$ cat config.mk
export PLATFORM = sky130hd
export DESIGN_NAME = dsp_modaddr_gen
export DESIGN_NICKNAME = d
export VERILOG_FILES = /design/src/rtl/agu_pkg.sv /design/src/rtl/agu_regbank.sv /design/src/rtl/agu_arith.sv /design/src/rtl/dsp_modaddr_gen.sv
export SDC_FILE = /design/constraint.sdc
export NUM_CORES = 1
export LEC_CHECK = 0
export CORE_MARGIN = 1.5
export CORE_UTILIZATION = 40
export CTS_CLUSTER_DIAMETER = 80
export CTS_CLUSTER_SIZE = 20
export DETAILED_ROUTE_END_ITERATION = 10
export DONT_BUFFER_PORTS = 1
export GPL_ROUTABILITY_DRIVEN = 0
export GPL_TIMING_DRIVEN = 0
export PLACE_DENSITY = 0.52
export SLEW_MARGIN = 40
export SYNTH_ARGS = -nofsm -noshare
export SYNTH_HDL_FRONTEND = slang
export SYNTH_SLANG_ARGS = --single-unit
$ cat constraint.sdc
create_clock -name clk -period 13.1 [get_ports clk]
set_input_delay 1.31 -clock clk [delete_from_list [all_inputs] [get_ports clk]]
set_output_delay 1.31 -clock clk [all_outputs]
set_load 0.02 [all_outputs]
$ cat src/rtl/agu_pkg.sv
package agu_pkg;

  typedef enum logic [2:0] {
    AM_PLAIN   = 3'd0,
    AM_INDEX   = 3'd1,
    AM_POSTINC = 3'd2,
    AM_POSTDEC = 3'd3,
    AM_PREDEC  = 3'd4,
    AM_POSTADD = 3'd5,
    AM_POSTSUB = 3'd6,
    AM_RSVD    = 3'd7
  } agu_mode_e;

  typedef enum logic [1:0] {
    LD_PTR  = 2'd0,
    LD_OFS  = 2'd1,
    LD_MOD  = 2'd2,
    LD_NONE = 2'd3
  } agu_ld_e;

endpackage

$ cat src/rtl/agu_regbank.sv
module agu_regbank #(
  parameter int              NREG    = 8,
  parameter int              AW      = 16,
  parameter logic [AW-1:0]   RST_VAL = '0,
  parameter int              IW      = $clog2(NREG)
) (
  input  logic          clk,
  input  logic          rst_n,
  input  logic          wr_en,
  input  logic [IW-1:0] wr_idx,
  input  logic [AW-1:0] wr_data,
  input  logic          upd_en,
  input  logic [IW-1:0] upd_idx,
  input  logic [AW-1:0] upd_data,
  input  logic [IW-1:0] rd_idx,
  output logic [AW-1:0] rd_data
);

  logic [NREG-1:0][AW-1:0] q;
  logic [NREG-1:0][AW-1:0] q_nxt;
  logic [NREG-1:0]         q_ce;

  for (genvar g = 0; g < NREG; g++) begin : g_entry
    always_comb begin
      q_ce[g]  = 1'b0;
      q_nxt[g] = q[g];
      if (upd_en && (upd_idx == IW'(g))) begin
        q_ce[g]  = 1'b1;
        q_nxt[g] = upd_data;
      end
      if (wr_en && (wr_idx == IW'(g))) begin
        q_ce[g]  = 1'b1;
        q_nxt[g] = wr_data;
      end
    end

    always_ff @(posedge clk or negedge rst_n) begin
      if (!rst_n)       q[g] <= RST_VAL;
      else if (q_ce[g]) q[g] <= q_nxt[g];
    end
  end

  assign rd_data = q[rd_idx];

  AST_LOAD_WINS: assert property (@(posedge clk) disable iff (!rst_n)
    wr_en |=> q[$past(wr_idx)] == $past(wr_data));

  AST_HOLD_IDLE: assert property (@(posedge clk) disable iff (!rst_n)
    (!wr_en && !upd_en) |=> $stable(q));

endmodule

$ cat src/rtl/agu_arith.sv
module agu_arith #(
  parameter int AW = 16
) (
  input  logic [AW-1:0] base_ptr,
  input  logic [AW-1:0] step,
  input  logic [AW-1:0] modv,
  input  logic          sub,
  output logic [AW-1:0] result
);

  function automatic logic [AW-1:0] brev(input logic [AW-1:0] v);
    logic [AW-1:0] o;
    for (int i = 0; i < AW; i++) o[i] = v[AW-1-i];
    return o;
  endfunction

  logic          is_lin;
  logic          is_rev;
  logic [AW-1:0] mask;
  logic [AW-1:0] lin_res;
  logic [AW-1:0] rev_sum;
  logic [AW-1:0] rev_res;
  logic [AW:0]   off_w;
  logic [AW:0]   size_w;
  logic [AW:0]   t_w;
  logic [AW-1:0] mod_res;

  assign is_lin = &modv;
  assign is_rev = (modv == '0);

  // smear the top set bit of the modifier downward to get the block mask
  always_comb begin
    mask = modv;
    for (int s = 1; s < AW; s = s * 2) mask = mask | (mask >> s);
  end

  assign lin_res = sub ? (base_ptr - step) : (base_ptr + step);
  assign rev_sum = sub ? (brev(base_ptr) - brev(step))
                       : (brev(base_ptr) + brev(step));
  assign rev_res = brev(rev_sum);

  always_comb begin
    off_w  = {1'b0, base_ptr & mask};
    size_w = {1'b0, modv} + 1'b1;
    if (!sub) begin
      t_w = off_w + {1'b0, step};
      if (t_w >= size_w) t_w = t_w - size_w;
    end else begin
      t_w = off_w - {1'b0, step};
      if (t_w[AW]) t_w = t_w + size_w;
    end
    mod_res = (base_ptr & ~mask) | (t_w[AW-1:0] & mask);
  end

  always_comb begin
    if (is_lin)      result = lin_res;
    else if (is_rev) result = rev_res;
    else             result = mod_res;
  end

  always_comb begin
    if (!is_lin && !is_rev && ((base_ptr & mask) <= modv) &&
        ({1'b0, step} <= ({1'b0, modv} + 1'b1))) begin
      AST_MOD_IN_BUFFER: assert (((result & ~mask) == (base_ptr & ~mask)) &&
                                 ((result & mask) <= modv));
    end
  end

endmodule

$ cat src/rtl/dsp_modaddr_gen.sv
module dsp_modaddr_gen #(
  parameter int NREG = 8,
  parameter int AW   = 16,
  parameter int IW   = $clog2(NREG)
) (
  input  logic          clk,
  input  logic          rst_n,
  input  logic          ld_en,
  input  logic [1:0]    ld_sel,
  input  logic [IW-1:0] ld_idx,
  input  logic [AW-1:0] ld_data,
  input  logic          req_en,
  input  logic [IW-1:0] req_idx,
  input  logic [2:0]    req_mode,
  output logic          out_vld,
  output logic [AW-1:0] out_ea,
  output logic [AW-1:0] out_ptr
);
  import agu_pkg::*;

  localparam logic [AW-1:0] ONE = AW'(1);

  // asynchronous assert, synchronous release
  logic [1:0] rst_pipe;
  logic       rst_int_n;

  always_ff @(posedge clk or negedge rst_n) begin
    if (!rst_n) rst_pipe <= '0;
    else        rst_pipe <= {rst_pipe[0], 1'b1};
  end
  assign rst_int_n = rst_pipe[1];

  agu_ld_e   ld_kind;
  agu_mode_e mode;
  assign ld_kind = agu_ld_e'(ld_sel);
  assign mode    = agu_mode_e'(req_mode);

  logic [AW-1:0] cur_ptr, cur_ofs, cur_mod;
  logic [AW-1:0] step, arith_res, ea_nxt, ptr_nxt;
  logic          sub, ptr_wr;

  agu_regbank #(.NREG(NREG), .AW(AW), .RST_VAL('0)) i_ptr_bank (
    .clk(clk), .rst_n(rst_int_n),
    .wr_en(ld_en && (ld_kind == LD_PTR)), .wr_idx(ld_idx), .wr_data(ld_data),
    .upd_en(req_en && ptr_wr), .upd_idx(req_idx), .upd_data(ptr_nxt),
    .rd_idx(req_idx), .rd_data(cur_ptr)
  );

  agu_regbank #(.NREG(NREG), .AW(AW), .RST_VAL('0)) i_ofs_bank (
    .clk(clk), .rst_n(rst_int_n),
    .wr_en(ld_en && (ld_kind == LD_OFS)), .wr_idx(ld_idx), .wr_data(ld_data),
    .upd_en(1'b0), .upd_idx(req_idx), .upd_data(ld_data),
    .rd_idx(req_idx), .rd_data(cur_ofs)
  );

  agu_regbank #(.NREG(NREG), .AW(AW), .RST_VAL('1)) i_mod_bank (
    .clk(clk), .rst_n(rst_int_n),
    .wr_en(ld_en && (ld_kind == LD_MOD)), .wr_idx(ld_idx), .wr_data(ld_data),
    .upd_en(1'b0), .upd_idx(req_idx), .upd_data(ld_data),
    .rd_idx(req_idx), .rd_data(cur_mod)
  );

  // mode decode: unit step or register step, direction, write-back
  always_comb begin
    step   = cur_ofs;
    sub    = 1'b0;
    ptr_wr = 1'b0;
    unique case (mode)
      AM_POSTINC: begin step = ONE; ptr_wr = 1'b1; end
      AM_POSTDEC: begin step = ONE; sub = 1'b1; ptr_wr = 1'b1; end
      AM_PREDEC:  begin step = ONE; sub = 1'b1; ptr_wr = 1'b1; end
      AM_POSTADD: ptr_wr = 1'b1;
      AM_POSTSUB: begin sub = 1'b1; ptr_wr = 1'b1; end
      default:    ;
    endcase
  end

  agu_arith #(.AW(AW)) i_arith (
    .base_ptr(cur_ptr), .step(step), .modv(cur_mod), .sub(sub),
    .result(arith_res)
  );

  always_comb begin
    ptr_nxt = ptr_wr ? arith_res : cur_ptr;
    if ((mode == AM_PREDEC) || (mode == AM_INDEX)) ea_nxt = arith_res;
    else                                           ea_nxt = cur_ptr;
  end

  // result register, enabled by the request strobe
  always_ff @(posedge clk or negedge rst_int_n) begin
    if (!rst_int_n) out_vld <= 1'b0;
    else            out_vld <= req_en;
  end

  always_ff @(posedge clk or negedge rst_int_n) begin
    if (!rst_int_n) begin
      out_ea  <= '0;
      out_ptr <= '0;
    end else if (req_en) begin
      out_ea  <= ea_nxt;
      out_ptr <= ptr_nxt;
    end
  end

  AST_VLD_FOLLOWS_REQ: assert property (@(posedge clk) disable iff (!rst_int_n)
    req_en |=> out_vld);

  AST_VLD_IDLE: assert property (@(posedge clk) disable iff (!rst_int_n)
    !req_en |=> !out_vld);

  AST_PREDEC_SAME: assert property (@(posedge clk) disable iff (!rst_int_n)
    (req_en && (req_mode == 3'd4)) |=> (out_ea == out_ptr));

  AST_NOMOVE_PTR: assert property (@(posedge clk) disable iff (!rst_int_n)
    (req_en && ((req_mode == 3'd0) || (req_mode == 3'd7)))
      |=> (out_ptr == out_ea));

endmodule

After elaboration in Yosys (flattened, before gate mapping). Index checks and enable logic that the tools add are counted. W data, S select, Z words.

Flip-flop bits (word level): 419. Bits of input ports: 31. Output and inout bits: 33. Word-level logic and storage cells: 213.

Add/sub/neg operators: 9. Magnitude comparators: 2. Equality and inequality tests: 22. Mux-type cells: 66. Bitwise operators: 9. Reductions and logical operators: 77.

Operator list (number): $mux W16 (29); $bmux W16 S3 (3); $add A16 B16 Y16 (3); $and A16 B16 Y16 (3); $reduce_and A2 Y1 (24); $sub A16 B16 Y16 (3); $logic_and A1 B1 Y1 (36); $mux W1 (34); $eq A3 B3 Y1 const B (11); $eq A3 B2 Y1 const B (6); $add A16 B1 Y17 const B (1); $add A16 B16 Y17 (1); $ge A17 B17 Y1 (1); $sub A16 B16 Y17 (1); $logic_not A16 Y1 (1); $not A16 Y16 (1); $or A16 B12 Y16 (1); $or A16 B14 Y16 (1); $or A16 B15 Y16 (1); $or A16 B16 Y16 (1); $or A16 B8 Y16 (1); $reduce_and A16 Y1 (1); $reduce_bool A2 Y1 (8); $eq A3 B1 Y1 const B (3); 8 further kinds (10).

Longest topological paths before layout. Gate-level depths: netlist of run 1.

Word-level depth: 18. Depth in mapped cells: 38. Depth with buffers taken out: 29.

By module. Synthesis of run 1 repeated with hierarchy kept, for this count alone.

Cell total of the unflattened synthesis: 3166. Area total of the unflattened synthesis: 30426.7 um^2.

By module, submodules not included: agu_regbank at i_ofs_bank ... (times used 2, cells each 656, area an instance 7209.4 um^2, seq. area each 3203.1 um^2); agu_regbank at i_mod_bank (times used 1, cells each 656, area an instance 7369.6 um^2, seq. area each 3363.2 um^2); agu_arith (times used 1, cells each 965, area an instance 6648.9 um^2, seq. area each 0.0 um^2); dsp_modaddr_gen (times used 1, cells each 233, area an instance 1989.4 um^2, seq. area each 875.8 um^2).

Worst setup path after synthesis of run 1. No wires, ideal clock.

Kind: in2reg. From: in req_idx[0]. To: reg out_ea[4]. Library setup time: 78 ps. Data arrival time: 8287 ps. Data required time: 13022 ps. Path slack: 4735 ps. Cell stages on the path: 36. Path buffers: 9. Path through: buf_6 buf_8 buf_8 buf_8 buf_12 mux4_2 mux2i_1 ha_1 inv_1 nor3_1 nand4_1 or4_1 clkbuf_1 buf_2 nand2b_1 inv_1 ha_1 fa_1 nor2b_1 o21ai_0 nand3_1 o21ai_0 xor2_1 ha_1 clkbuf_1 and3_1 o2111ai_1 a21oi_1 o22ai_1 a21oi_1 clkbuf_1 mux2i_1 mux2_2 o21ai_1 a22oi_1 a21oi_1.

Cells in the longest elaborated chain, start to end: 16. Elaborated cells on any way between the ends: 36. Those cells by class: add/sub: 9; order compare: 1; mux: 15; bitwise: 9; reduce/logical: 2.

RTL lines: start, declared (RTL line dsp_modaddr_gen.sv:13) `input logic [IW-1:0] req_idx,`; $bmux W16 S3 (RTL line agu_regbank.sv:43) `assign rd_data = q[rd_idx];`; $mux W16 (not written as such) (RTL line agu_regbank.sv:43); $or A16 B15 Y16 (RTL line agu_arith.sv:34) `for (int s = 1; s < AW; s = s * 2) mask = mask | (mask >> s);`; $or A16 B14 Y16 (RTL line agu_arith.sv:34); $or A16 B12 Y16 (RTL line agu_arith.sv:34); $or A16 B8 Y16 (RTL line agu_arith.sv:34); $and A16 B16 Y16; $add A16 B16 Y17 or $sub A16 B16 Y17 (tied branches) (RTL line agu_arith.sv:46, agu_arith.sv:49); $sub A16 B16 Y16 (tied with other cells) (RTL line agu_arith.sv:47) `if (t_w >= size_w) t_w = t_w - size_w;`; $mux W16 (on tied branches) (RTL line agu_arith.sv:47, agu_arith.sv:50); $mux W16 (RTL line agu_arith.sv:45) `if (!sub) begin`; $and A16 B16 Y16 (RTL line agu_arith.sv:52) `mod_res = (base_ptr & ~mask) | (t_w[AW-1:0] & mask);`; $or A16 B16 Y16 (RTL line agu_arith.sv:52); $mux W16 (RTL line agu_arith.sv:57) `else if (is_rev) result = rev_res;`; $mux W16 (RTL line agu_arith.sv:56) `if (is_lin) result = lin_res;`; $mux W16 * (RTL line dsp_modaddr_gen.sv:85) `if ((mode == AM_PREDEC) || (mode == AM_INDEX)) ea_nxt = arith_res;`; end signal, assigned (RTL line dsp_modaddr_gen.sv:100) `out_ea <= ea_nxt;`; end, declared (RTL line dsp_modaddr_gen.sv:16) `output logic [AW-1:0] out_ea,`.

Mark *: on every way between the ends. The rest lies on a longest branch, timed or not. The select of a mux whose other input is x is not followed. A chain may end at the register's enable or synchronous reset.

Worst setup path after layout of run 1.
From: in req_idx[1]. To: reg i_ptr_bank.q[121] (netlist name).

Cells in the longest elaborated chain, start to end: 18. Elaborated cells on any way between the ends: 44. Those cells by class: add/sub: 9; order compare: 1; eq/ne: 1; mux: 19; bitwise: 9; reduce/logical: 5.

RTL lines: $bmux W16 S3 (RTL line agu_regbank.sv:43); $mux W16 (not written as such) (RTL line agu_regbank.sv:43); $or A16 B15 Y16 (RTL line agu_arith.sv:34); $or A16 B14 Y16 (RTL line agu_arith.sv:34); $or A16 B12 Y16 (RTL line agu_arith.sv:34); $or A16 B8 Y16 (RTL line agu_arith.sv:34); $and A16 B16 Y16; $add A16 B16 Y17 or $sub A16 B16 Y17 (tied branches) (RTL line agu_arith.sv:46, agu_arith.sv:49); [2 not listed]; $mux W16 (RTL line agu_arith.sv:45); $and A16 B16 Y16 (RTL line agu_arith.sv:52); $or A16 B16 Y16 (RTL line agu_arith.sv:52); $mux W16 (RTL line agu_arith.sv:57); $mux W16 (RTL line agu_arith.sv:56); $mux W16 (RTL line dsp_modaddr_gen.sv:84) `ptr_nxt = ptr_wr ? arith_res : cur_ptr;`; $mux W16 (RTL line agu_regbank.sv:27) `if (upd_en && (upd_idx == IW'(g))) begin`; $mux W16 (RTL line agu_regbank.sv:31) `if (wr_en && (wr_idx == IW'(g))) begin`; end signal, assigned by index (RTL line agu_regbank.sv:39) `else if (q_ce[g]) q[g] <= q_nxt[g];`; end, declared (RTL line agu_regbank.sv:19) `logic [NREG-1:0][AW-1:0] q;`.

Parallel ways exist; a longest one is shown, timed or not. The select of a mux whose other input is x is not followed.

==> reports/qor.json, run 1 <==
{
  "floorplan": {
    "die-height_um": 263,
    "initial_core_utilization_pct": 40.4,
    "boundaryPins": 64,
    "die_width_um": 263,
    "floorplan.die_area_mm2": 0.0694,
    "area_of_the_core_mm2": 0.0672,
    "num_rows": 95
  },
  "power_and_ir_drop": {
    "design_power_total_mw": 7.61,
    "p_per_area_mw_per_mm2": 257,
    "leak_pwr_nw": 12.5,
    "peakVddDrop_mv": 0.133
  },
  "sta": {
    "worst_hold_slack_ns": 0.266,
    "setup_repair_after_global_routing_missed_its_margin": "false",
    "setup-violations-final": 0,
    "finalCriticalPeriod_ns": 11.11,
    "timing_hold_violations_final": 0,
    "max_slew_violation_count": 0,
    "max_slew_margin_pct": 34.1,
    "timing_worst_slew_pin_value_ns": 0.986,
    "worst_slack_ns": 1.99,
    "fin_crit_sh_pct": 84.8,
    "timing.clock.skew_ns": 0.0276,
    "max_freq_mhz": 90.0
  },
  "logic_synthesis": {
    "post-synth-top-area-fraction_pct": 26.8,
    "count_of_flip_flops_with_a_built_in_enable_after_synthesis": 0,
    "synth-seq-cells": 419,
    "netlist_area_mm2": 0.0271,
    "synthesis.instances": 2628,
    "yosys-top-cells-area": "sky130_fd_sc_hd__dfrtp_1 (27%), sky130_fd_sc_hd__dfstp_2 (12%), sky130_fd_sc_hd__mux2_2 (11%), sky130_fd_sc_hd__mux4_2 (5.3%), sky130_fd_sc_hd__ha_1 (4.5%)",
    "synth_seq_area_share_pct": 39.2,
    "syn_nets": 2763,
    "postSynth.asyncResetShare_pct": 100,
    "syn_avg_cell_area_um2": 10.3,
    "synth.lib_cells_used.distinct": 108,
    "synthFlopType": "sky130_fd_sc_hd__dfrtp_1",
    "synth.yosys.warnings": 0,
    "synth_top_cell_by_area": "sky130_fd_sc_hd__dfrtp_1"
  },
  "worst_setup_path": {
    "setup_slack_of_the_worst_register_to_register_path_ns": 3.42,
    "worst-setup-path-type": "in -> reg",
    "reg2regPathDepth": 28,
    "critical_path_buf_inv_count": 11,
    "cp_top_family": "buffers and inverters",
    "critical_path.slowest_cell": "sky130_fd_sc_hd__nor2_2",
    "crit_path_end_kind": "flop",
    "crit_path_start_kind": "primary input",
    "critical_path_depth": 36,
    "timing.critical_path.mode_cell": "sky130_fd_sc_hd__buf_2",
    "arrival_ns": 11.65,
    "crit_path_max_incr_delay_ns": 0.71,
    "cp_max_fo": 10,
    "worstPathRequired_ns": 13.63
  },
  "detailed_routing": {
    "viasPerCell": 6.27,
    "wire_per_inst_um": 28.5,
    "routed_wirelength_mm": 102,
    "drt_iter0_markers": 2353,
    "antenna_violating_nets_post_route": 0,
    "dr.pass1.iters": 6,
    "detail_route.drc_violations": 0,
    "vias_after_detailed_routing": 22400
  },
  "global_routing": {
    "grt_start_max_net_pins": 47,
    "first_global_vias": 21800,
    "grt_pass1_wl_mm": 148,
    "grt_use_total_pct": 28.7,
    "number_of_antenna_violations_at_the_first_check_in_global_routing": 3,
    "grt.overflow.total": 0
  },
  "place": {
    "io_buffer_count": 0,
    "minimum_setup_slack_after_placement_ns": 1.54,
    "dp_hpwl_mm": 77.1,
    "detailed_place.area_mm2": 0.0287,
    "placed_cells_incl_taps": 3515
  },
  "clock_network": {
    "cts_tree": "yes",
    "ctsHoldBuffers": 0,
    "clock_latency_ns": 0.60,
    "post-cts-setup-buffer-count": 0,
    "clkSlewWorstSetupHoldPaths_ns": 0.09,
    "clock_tree.root_cell": "sky130_fd_sc_hd__clkbuf_16",
    "cts_sinks": 419,
    "htree_levels": 1,
    "postCtsResizedCells": 0,
    "cts_made_buffers": 28,
    "clock_tree.buffer_depth": 3
  },
  "final_layout": {
    "fraction_of_final_layout_cells_sized_beyond_drive_strength_1_pct": 24.5,
    "fin_cells": 3569,
    "final_net_count": 2810,
    "area_growth_syn_to_layout_pct": 9.27,
    "design_area_mm2": 0.0297,
    "final_common_cell": "sky130_fd_sc_hd__dfrtp_1",
    "highest_count_cells_in_the_layout_ignoring_fill_and_taps": "sky130_fd_sc_hd__dfrtp_1 (290), sky130_fd_sc_hd__mux2_2 (276), sky130_fd_sc_hd__nor2_1 (188)"
  },
  "job": {
    "drv.max_cap_violation_count": 0
  },
  "outcome": {
    "run_status": "completed"
  },
  "worst_hold_path": {
    "min_path_type": "reg -> async"
  }
}
## cell type report
cell class	instances	area [um^2]
tap	873	1090
multi-input combinational	1958	15600
fill	6377	37500
clock inverter	12	150
timing repair buffer	17	254
sequential	419	10600
buffer	168	769
inverter	83	312
antenna	1	2.50
clock buffer	38	779
## cells in the mapped netlist, types with 27 or more instances
master	number
sky130_fd_sc_hd__xnor2_1	75
sky130_fd_sc_hd__nand2_1	168
sky130_fd_sc_hd__a21oi_1	178
sky130_fd_sc_hd__clkbuf_1	137
sky130_fd_sc_hd__nor2b_1	27
sky130_fd_sc_hd__inv_1	81
sky130_fd_sc_hd__mux2i_1	57
sky130_fd_sc_hd__a221o_1	42
sky130_fd_sc_hd__and3_1	61
sky130_fd_sc_hd__xor2_1	32
sky130_fd_sc_hd__nor2_1	197
sky130_fd_sc_hd__mux4_2	64
sky130_fd_sc_hd__dfrtp_1	291
sky130_fd_sc_hd__ha_1	98
sky130_fd_sc_hd__o21ai_0	107
sky130_fd_sc_hd__nor3_1	51
sky130_fd_sc_hd__o21a_1	37
sky130_fd_sc_hd__dfstp_2	128
sky130_fd_sc_hd__mux2_2	276
sky130_fd_sc_hd__nand3_1	54
## through the flow
stage               setup TNS, ns  util, %
detailed placement              0     42.7
floorplan                       0        -
CTS                             0     44.1
finish                          0     44.2
global route                    0     44.2
global placement         -1172.00     42.0
## worst paths after layout
| check | end | from |
|---|---|---|
| worst min-delay path | i_ptr_bank.q[10]$_DFFE_PN0P_ | rst_pipe[1]$_DFF_PN0_ |
| worst min register to register | i_ptr_bank.q[10]$_DFFE_PN0P_ | rst_pipe[1]$_DFF_PN0_ |
| worst max-delay path | i_ptr_bank.q[121]$_DFFE_PN0P_ | req_idx[1] |
| min in group clk | rst_pipe[1]$_DFF_PN0_ | rst_pipe[0]$_DFF_PN0_ |
| worst max register to register | i_ptr_bank.q[121]$_DFFE_PN0P_ | i_mod_bank.q[78]$_DFFE_PN1P_ |
| max in group asynchronous | i_mod_bank.q[15]$_DFFE_PN1P_ | rst_pipe[1]$_DFF_PN0_ |
## per-layer routing
layer	vias up	track usage (%)	routed length, um
li1	9803	-	-
met1	11500	39.2	43400
met2	954	46.1	47100
met3	174	3.98	7290
met4	0	11.0	4000
met5	-	0	0
## report_power, final
part	total [mW]	internal [mW]	switching, mW
Clock	0.957	0.467	0.490
Sequential	2.01	1.74	0.273
Combinational	4.64	1.78	2.86
Total	7.61	3.98	3.63
## sequential cells by signal, indices dropped and copies added, names as in the netlist
register      flops
i_ptr_bank.q    128
out_ea           16
out_ptr          16
rst_pipe          2
i_ofs_bank.q    128
out_vld           1
i_mod_bank.q    128
## cell families after synthesis
logic type                 after synthesis  share of synthesized area, %
buffers and inverters                  251                          3.94
other                                    1                        0.0138
AOI/OAI and AO/OA                      652                          16.6
adders and majority gates              104                          4.96
xor gates and xnor gates               107                          3.45
DFF                                    419                          39.2
muxes                                  401                          19.2
and+or+nand+nor                        693                          12.6
Power figures use the tool's default switching activity.
==> run 2, diff against run 1 <==
Settings changed: ABC_AREA from default to 1, PLACE_DENSITY 0.52 to 0.5.
Clock period 13.1 ns to 10.8 ns, I/O delays scaled along.
==> reports/qor.json, run 2 <==
{
  "place": {
    "io_buffer_count": {"value": 0, "change": "unchanged"},
    "placed_cells_incl_taps": {"value": 4666, "change": "+33%"},
    "minimum_setup_slack_after_placement": {"value": 2.19, "unit": "ns", "change": "+0.648 ns"},
    "dp_hpwl": {"value": 86.4, "unit": "mm", "change": "+12%"}
  },
  "global_routing": {
    "first_global_vias": {"value": 25500, "change": "+17%"},
    "grt.overflow.total": {"value": 0, "change": "unchanged"},
    "grt_pass1_wl": {"value": 170, "unit": "mm", "change": "+15%"},
    "grt_start_max_net_pins": {"value": 43, "change": "-8.5%"},
    "number_of_antenna_violations_at_the_first_check_in_global_routing": {"value": 7, "change": "+4"},
    "grt_use_total": {"value": 32.6, "unit": "%", "change": "+3.9 points"}
  },
  "logic_synthesis": {
    "synthFlopType": "sky130_fd_sc_hd__dfrtp_1",
    "netlist_area": {"value": 0.0274, "unit": "mm^2", "change": "+0.89%"},
    "count_of_flip_flops_with_a_built_in_enable_after_synthesis": {"value": 0, "change": "unchanged"},
    "syn_avg_cell_area": {"value": 7.25, "unit": "um^2", "change": "-30%"},
    "yosys-top-cells-area": "sky130_fd_sc_hd__dfrtp_1 (27%), sky130_fd_sc_hd__nand2_1 (16%), sky130_fd_sc_hd__dfstp_2 (12%), sky130_fd_sc_hd__o21ai_0 (7.7%), sky130_fd_sc_hd__inv_1 (6.2%)",
    "syn_nets": {"value": 3913, "change": "+42%"},
    "synth.most_common_cell": "sky130_fd_sc_hd__nand2_1",
    "synth_top_cell_by_area": "sky130_fd_sc_hd__dfrtp_1",
    "synthesis.instances": {"value": 3778, "change": "+44%"},
    "synth_seq_area_share": {"value": 38.9, "unit": "%", "change": "-0.35 points"},
    "synth-seq-cells": {"value": 419, "change": "unchanged"},
    "synth.yosys.warnings": {"value": 0, "change": "unchanged"},
    "synth.lib_cells_used.distinct": {"value": 60, "change": "-44%"},
    "post-synth-top-area-fraction": {"value": 26.6, "unit": "%", "change": "-0.24 points"},
    "postSynth.asyncResetShare": {"value": 100, "unit": "%", "change": "unchanged"},
    "netlist_top_cells_count": "sky130_fd_sc_hd__nand2_1 (1131), sky130_fd_sc_hd__inv_1 (452), sky130_fd_sc_hd__o21ai_0 (422), sky130_fd_sc_hd__dfrtp_1 (291), sky130_fd_sc_hd__nand3_1 (288)"
  },
  "clock_network": {
    "clock_latency": {"value": 0.64, "unit": "ns", "change": "+0.04 ns"},
    "clock_tree.root_cell": "sky130_fd_sc_hd__clkbuf_16",
    "post-cts-setup-buffer-count": {"value": 0, "change": "unchanged"},
    "clkSlewWorstSetupHoldPaths": {"value": 0.08, "unit": "ns", "change": "about the same"},
    "postCtsResizedCells": {"value": 0, "change": "unchanged"},
    "cts_made_buffers": {"value": 29, "change": "+3.6%"},
    "ctsHoldBuffers": {"value": 0, "change": "unchanged"},
    "cts_sinks": {"value": 419, "change": "unchanged"},
    "htree_levels": {"value": 1, "change": "unchanged"},
    "clock_tree.buffer_depth": {"value": 3, "change": "unchanged"},
    "cts_tree": "yes"
  },
  "floorplan": {
    "area_of_the_core": {"value": 0.0675, "unit": "mm^2", "change": "+0.53%"},
    "boundaryPins": {"value": 64, "change": "unchanged"},
    "floorplan.die_area": {"value": 0.0700, "unit": "mm^2", "change": "+0.88%"},
    "die-height": {"value": 265, "unit": "um", "change": "+0.44%"},
    "initial_core_utilization": {"value": 40.6, "unit": "%", "change": "+0.14 points"},
    "die_width": {"value": 265, "unit": "um", "change": "+0.44%"},
    "num_rows": {"value": 95, "change": "unchanged"}
  },
  "final_layout": {
    "area_growth_syn_to_layout_pct": 8.91,
    "fin_cells": {"value": 4722, "change": "+32%"},
    "reg_top3": "i_mod_bank.q: 128 flops, i_ofs_bank.q: 128 flops, i_ptr_bank.q: 128 flops",
    "final_common_cell": "sky130_fd_sc_hd__nand2_1",
    "highest_count_cells_in_the_layout_ignoring_fill_and_taps": "sky130_fd_sc_hd__nand2_1 (1131), sky130_fd_sc_hd__inv_1 (452), sky130_fd_sc_hd__o21ai_0 (416)",
    "fraction_of_final_layout_cells_sized_beyond_drive_strength_1": {"value": 10.0, "unit": "%", "change": "-14 points"},
    "final_util": {"value": 44.2, "unit": "%", "change": "about the same"},
    "final_net_count": {"value": 3959, "change": "+41%"},
    "layout.filler_cells": {"value": 7149, "change": "+12%"}
  },
  "worst_setup_path": {
    "cp-startpoint": "req_idx[0]",
    "arrival": {"value": 8.74, "unit": "ns", "change": "-2.91 ns"},
    "worst-setup-path-type": "in -> reg",
    "crit_path_max_incr_delay": {"value": 0.66, "unit": "ns", "change": "-0.05 ns"},
    "cp_max_fo": {"value": 10, "change": "unchanged"},
    "reg2regPathDepth": {"value": 42, "change": "+50%"},
    "timing.critical_path.mode_cell": "sky130_fd_sc_hd__nand2_1",
    "critical_path.slowest_cell": "sky130_fd_sc_hd__buf_1",
    "reg2reg_from": "i_mod_bank.q[62]$_DFFE_PN1P_",
    "crit_path_start_kind": "primary input",
    "worstPathRequired": {"value": 11.31, "unit": "ns", "change": "-2.32 ns"},
    "crit_path_end_kind": "flop",
    "r2r-end": "i_ptr_bank.q[2]$_DFFE_PN0P_",
    "setup_slack_of_the_worst_register_to_register_path": {"value": 3.32, "unit": "ns", "change": "-0.10 ns"}
  },
  "sta": {
    "setup-violations-final": {"value": 0, "change": "unchanged"},
    "fin_crit_sh_pct": 76.2,
    "timing_worst_slew_pin_value": {"value": 0.973, "unit": "ns", "change": "-0.0134 ns"},
    "setup-tns-final": {"value": 0, "unit": "ns", "change": "unchanged"},
    "worst_slack": {"value": 2.57, "unit": "ns", "change": "+0.583 ns"},
    "timing_hold_violations_final": {"value": 0, "change": "unchanged"},
    "max_freq_mhz": 122,
    "max_slew_margin": {"value": 35.1, "unit": "%", "change": "+1.0 points"},
    "timing.clock.skew": {"value": 0.0438, "unit": "ns", "change": "+0.0162 ns"},
    "setup_repair_after_global_routing_missed_its_margin": "false",
    "finalCriticalPeriod_ns": 8.23,
    "max_slew_violation_count": {"value": 0, "change": "unchanged"}
  },
  "worst_hold_path": {
    "min_path_type": "in -> async"
  },
  "power_and_ir_drop": {
    "p_per_area": {"value": 231, "unit": "mW/mm^2", "change": "-9.9%"},
    "peakVddDrop": {"value": 0.138, "unit": "mV", "change": "+4.0%"},
    "leak_pwr": {"value": 14.7, "unit": "nW", "change": "+18%"}
  },
  "detailed_routing": {
    "viasPerCell": {"value": 5.67, "change": "-9.6%"},
    "drt_iter0_markers": {"value": 2694, "change": "+14%"},
    "routed_wirelength": {"value": 115, "unit": "mm", "change": "+13%"},
    "vias_after_detailed_routing": {"value": 26800, "change": "+20%"},
    "dr.pass1.iters": {"value": 5, "change": "-1"},
    "antenna_violating_nets_post_route": {"value": 0, "change": "unchanged"},
    "wire_per_inst": {"value": 24.4, "unit": "um", "change": "-15%"},
    "detail_route.drc_violations": {"value": 0, "change": "unchanged"}
  },
  "job": {
    "drv.max_cap_violation_count": {"value": 0, "change": "unchanged"}
  },
  "outcome": {
    "run_status": "completed"
  }
}
run 2: cell count changes after synthesis, sizes merged, moves of 66 or more:
| cell | before | now |
|---|---|---|
| inv | 83 | 467 |
| mux2 | 278 | 0 |
| mux4 | 66 | 0 |
| nand2 | 168 | 1158 |
| nand3 | 55 | 309 |
| o21ai | 119 | 434 |
| o22ai | 22 | 92 |
run 2: where the power goes:
group / switching (mW) / total (mW) / internal (mW)
sequential: 0.273 / 2.30 / 2.03
clock: 0.646 / 1.22 / 0.577
combinational: 2.25 / 3.37 / 1.12
total: 3.17 / 6.89 / 3.72
run 2: worst max-delay path by stage:
stage	slack (ns)	to
after floorplan	4.09	i_ofs_bank.q[0]$_DFFE_PN0P_
after global placement	0.80	out_vld$_DFF_PN0_
after detailed placement	2.19	i_ptr_bank.q[66]$_DFFE_PN0P_
after CTS	2.82	i_ptr_bank.q[50]$_DFFE_PN0P_
after global routing	2.12	i_ptr_bank.q[82]$_DFFE_PN0P_
final	2.57	i_ptr_bank.q[2]$_DFFE_PN0P_
run 2: cell type report:
cell class	instances	area, um^2	area share [%]
clock buffers	38	779	2.61
clock inverters	15	190	0.638
inverters	468	1760	5.90
plain buffers	203	970	3.25
flip-flops and latches	419	10600	35.7
diodes	3	7.51	0.0252
well taps	873	1090	3.66
multi-input cells	2688	14100	47.3
repair buffers	15	258	0.864
run 2: layer usage:
layer | up-vias | global-route usage (%) | part of all wire [%]
li1 | 12400 | - | -
met1 | 13100 | 45.8 | 44
met2 | 1089 | 52.5 | 45
met3 | 176 | 4.27 | 7.3
met4 | 8 | 9.26 | 3.0
met5 | - | 0 | 0.050
run 2: critical path: cells and delay by family:
kind / cells / cell delay [ns]
adders and majority gates: 2 / 0.60
AOI/OAI and AO/OA: 11 / 2.24
and+or+nand+nor: 13 / 1.70
buffers and inverters: 11 / 2.88
xor gates and xnor gates: 1 / 0.20
run 2: kinds of logic after synthesis:
group,after synthesis,synth area share [%]
AOI/OAI and AO/OA,809,16.9
DFF,419,38.9
other,1,0.0137
muxes,6,0.219
adders and majority gates,104,4.92
and+or+nand+nor,1675,26.3
xor gates and xnor gates,93,2.97
buffers and inverters,671,9.90
run 2: through the flow:
| step | power [mW] | cell area, um^2 | hold WS [ns] |
|---|---|---|---|
| after floorplan | 4.62 | 27400 | 0.331 |
| after global placement | 5.59 | 28500 | 0.332 |
| after detailed placement | 5.60 | 28800 | 0.277 |
| after CTS | 6.83 | 29800 | 0.107 |
| after global routing | 7.37 | 29800 | 0.109 |
| final | 6.89 | 29800 | 0.140 |
==> run 3, diff against run 2 <==
Settings changed: ABC_AREA 1 to 0.
Clock period 10.8 ns to 8.4 ns, I/O delays scaled along.
==> reports/qor.json, run 3 (synthesis gave the netlist of run 1 again) <==
{
  "detailed_routing": {
    "dr.pass1.iters": {"value": 6, "change": "+1"},
    "vias_after_detailed_routing": {"value": 22500, "change": "-16%"},
    "drt_iter0_markers": {"value": 1945, "change": "-28%"},
    "routed_wirelength": {"value": 103, "unit": "mm", "change": "-10%"},
    "wire_per_inst": {"value": 28.9, "unit": "um", "change": "+18%"},
    "viasPerCell": {"value": 6.26, "change": "+10%"},
    "antenna_violating_nets_post_route": {"value": 0, "change": "unchanged"},
    "detail_route.drc_violations": {"value": 0, "change": "unchanged"}
  },
  "clock_network": {
    "cts_made_buffers": {"value": 28, "change": "-3.4%"},
    "clock_latency": {"value": 0.60, "unit": "ns", "change": "-0.04 ns"},
    "clkSlewWorstSetupHoldPaths": {"value": 0.09, "unit": "ns", "change": "about the same"},
    "clock_tree.buffer_depth": {"value": 3, "change": "unchanged"},
    "clock_tree.root_cell": "sky130_fd_sc_hd__clkbuf_16",
    "htree_levels": {"value": 1, "change": "unchanged"},
    "cts_sinks": {"value": 419, "change": "unchanged"},
    "cts_tree": "yes"
  },
  "sta": {
    "max_slew_violation_count": {"value": 0, "change": "unchanged"},
    "setup-violations-final": {"value": 0, "change": "unchanged"},
    "timing.clock.skew": {"value": 0.0235, "unit": "ns", "change": "-0.0203 ns"},
    "timing_hold_violations_final": {"value": 0, "change": "unchanged"},
    "max_slew_margin": {"value": 37.5, "unit": "%", "change": "+2.4 points"},
    "max_freq_mhz": 120,
    "timing_worst_slew_pin_value": {"value": 0.931, "unit": "ns", "change": "-0.0418 ns"},
    "setup-tns-final": {"value": 0, "unit": "ns", "change": "unchanged"},
    "finalCriticalPeriod_ns": 8.33,
    "fin_crit_sh_pct": 99.2,
    "worst_slack": {"value": 0.0702, "unit": "ns", "change": "-2.50 ns"}
  },
  "global_routing": {
    "grt_start_max_net_pins": {"value": 46, "change": "+7.0%"},
    "number_of_antenna_violations_at_the_first_check_in_global_routing": {"value": 3, "change": "-4"},
    "grt_pass1_wl": {"value": 152, "unit": "mm", "change": "-10%"},
    "first_global_vias": {"value": 22400, "change": "-12%"},
    "grt_use_total": {"value": 29.6, "unit": "%", "change": "-3.1 points"},
    "grt.overflow.total": {"value": 0, "change": "unchanged"}
  },
  "worst_setup_path": {
    "cp_max_fo": {"value": 10, "change": "unchanged"},
    "worst-setup-path-type": "in -> reg",
    "reg2regPathDepth": {"value": 30, "change": "-29%"},
    "critical_path_buf_inv_count": {"value": 8, "change": "-3"},
    "cp-startpoint": "req_idx[2]",
    "crit_path_start_kind": "primary input",
    "setup_slack_of_the_worst_register_to_register_path": {"value": 0.42, "unit": "ns", "change": "-2.90 ns"},
    "critical_path.slowest_cell": "sky130_fd_sc_hd__or3_1",
    "r2r-end": "i_ptr_bank.q[57]$_DFFE_PN0P_",
    "worstPathRequired": {"value": 8.89, "unit": "ns", "change": "-2.42 ns"},
    "timing.critical_path.mode_cell": "sky130_fd_sc_hd__buf_2",
    "critical_path_depth": {"value": 33, "change": "-13%"},
    "crit_path_end_kind": "flop",
    "reg2reg_from": "i_mod_bank.q[127]$_DFFE_PN1P_",
    "cp_top_family": "compound AO/OA/AOI/OAI gates",
    "crit_path_max_incr_delay": {"value": 0.54, "unit": "ns", "change": "-0.12 ns"},
    "arrival": {"value": 8.82, "unit": "ns", "change": "+0.08 ns"}
  },
  "final_layout": {
    "num_antenna_cells": {"value": 0, "change": "-3"},
    "fraction_of_final_layout_cells_sized_beyond_drive_strength_1": {"value": 26.9, "unit": "%", "change": "+17 points"},
    "final_util": {"value": 45.2, "unit": "%", "change": "+1.0 points"},
    "final_net_count": {"value": 2830, "change": "-29%"},
    "reg_top3": "i_mod_bank.q: 128 flops, i_ofs_bank.q: 128 flops, i_ptr_bank.q: 128 flops",
    "final_common_cell": "sky130_fd_sc_hd__dfrtp_1",
    "highest_count_cells_in_the_layout_ignoring_fill_and_taps": "sky130_fd_sc_hd__dfrtp_1 (290), sky130_fd_sc_hd__mux2_2 (276), sky130_fd_sc_hd__nor2_1 (187)",
    "area_growth_syn_to_layout_pct": 11.8
  },
  "place": {
    "io_buffer_count": {"value": 0, "change": "unchanged"},
    "minimum_setup_slack_after_placement": {"value": -2.82, "unit": "ns", "change": "-5.01 ns"},
    "dp_hpwl": {"value": 78.4, "unit": "mm", "change": "-9.2%"}
  },
  "floorplan": {
    "floorplan.die_area": {"value": 0.0694, "unit": "mm^2", "change": "-0.87%"},
    "die-height": {"value": 263, "unit": "um", "change": "-0.44%"},
    "num_rows": {"value": 95, "change": "unchanged"},
    "area_of_the_core": {"value": 0.0672, "unit": "mm^2", "change": "-0.53%"},
    "initial_core_utilization": {"value": 40.4, "unit": "%", "change": "-0.14 points"},
    "die_width": {"value": 263, "unit": "um", "change": "-0.44%"},
    "boundaryPins": {"value": 64, "change": "unchanged"}
  },
  "power_and_ir_drop": {
    "p_per_area": {"value": 410, "unit": "mW/mm^2", "change": "+77%"},
    "peakVddDrop": {"value": 0.224, "unit": "mV", "change": "+62%"},
    "design_power_total": {"value": 12.4, "unit": "mW", "change": "+80%"},
    "leak_pwr": {"value": 12.7, "unit": "nW", "change": "-13%"}
  },
  "worst_hold_path": {
    "min_path_type": "reg -> async"
  },
  "outcome": {
    "run_status": "completed"
  },
  "job": {
    "drv.max_cap_violation_count": {"value": 0, "change": "unchanged"}
  }
}
-- run 3: layout make-up --
type	count	area (um^2)
repair buffers	50	618
inverters	83	315
plain buffers	155	796
fillers	6357	36800
well taps	873	1090
flip-flops and latches	419	10600
clock buffers	42	836
clock inverters	7	82.6
multi-input cells	1958	16000
-- run 3: worst reg2reg max path, delay by kind of cell (launching register included) --
kind	cells	cell delay, ns
AO/OA/AOI/OAI	13	3.44
AND/OR/NAND/NOR	7	1.59
buffers and inverters	6	1.06
adder cells (fa/ha/maj)	2	0.60
multiplexers	1	0.52
flip-flops	1	0.38
XOR/XNOR	1	0.28
-- run 3: repair_timing --
item,in CTS,in global routing
resized for setup,69,22
buffers inserted,13,18
pin swaps,13,10
endpoints found under the hold margin,2,0
hold buffers,1,0
setup endpoints to repair,160,160
-- run 3: stage by stage --
stage	hold slack (ns)	std cells	cell area, um^2
6_report	0.191	3587	30300
5_1_grt	0.211	3587	30300
4_1_cts	0.196	3571	30100
3_5_place_dp	0.188	3518	28700
3_3_place_gp	0.336	3501	28200
2_1_floorplan	0.331	2628	27100
-- run 3: how the worst max path moves through the flow --
stage / end / slack (ns)
global placement: i_ptr_bank.q[121]$_DFFE_PN0P_ / -3.37
finish: i_ptr_bank.q[57]$_DFFE_PN0P_ / 0.07
global route: i_ptr_bank.q[89]$_DFFE_PN0P_ / -0.09
floorplan: out_ea[4]$_DFFE_PN0P_ / 0.51
detailed placement: i_ptr_bank.q[105]$_DFFE_PN0P_ / -2.82
CTS: i_ptr_bank.q[57]$_DFFE_PN0P_ / 0.01
-- run 3: routing by layer --
metal | wire [um] | track usage [%]
met1 | 44500 | 40.2
met2 | 47900 | 47.4
met4 | 4650 | 12.3
met3 | 6430 | 4.00
met5 | 13 | 0
-- run 3: report_power, final --
group | switching, mW | total (mW) | internal, mW
clock network | 0.773 | 1.48 | 0.708
registers | 0.419 | 3.13 | 2.71
logic | 4.64 | 7.83 | 3.19
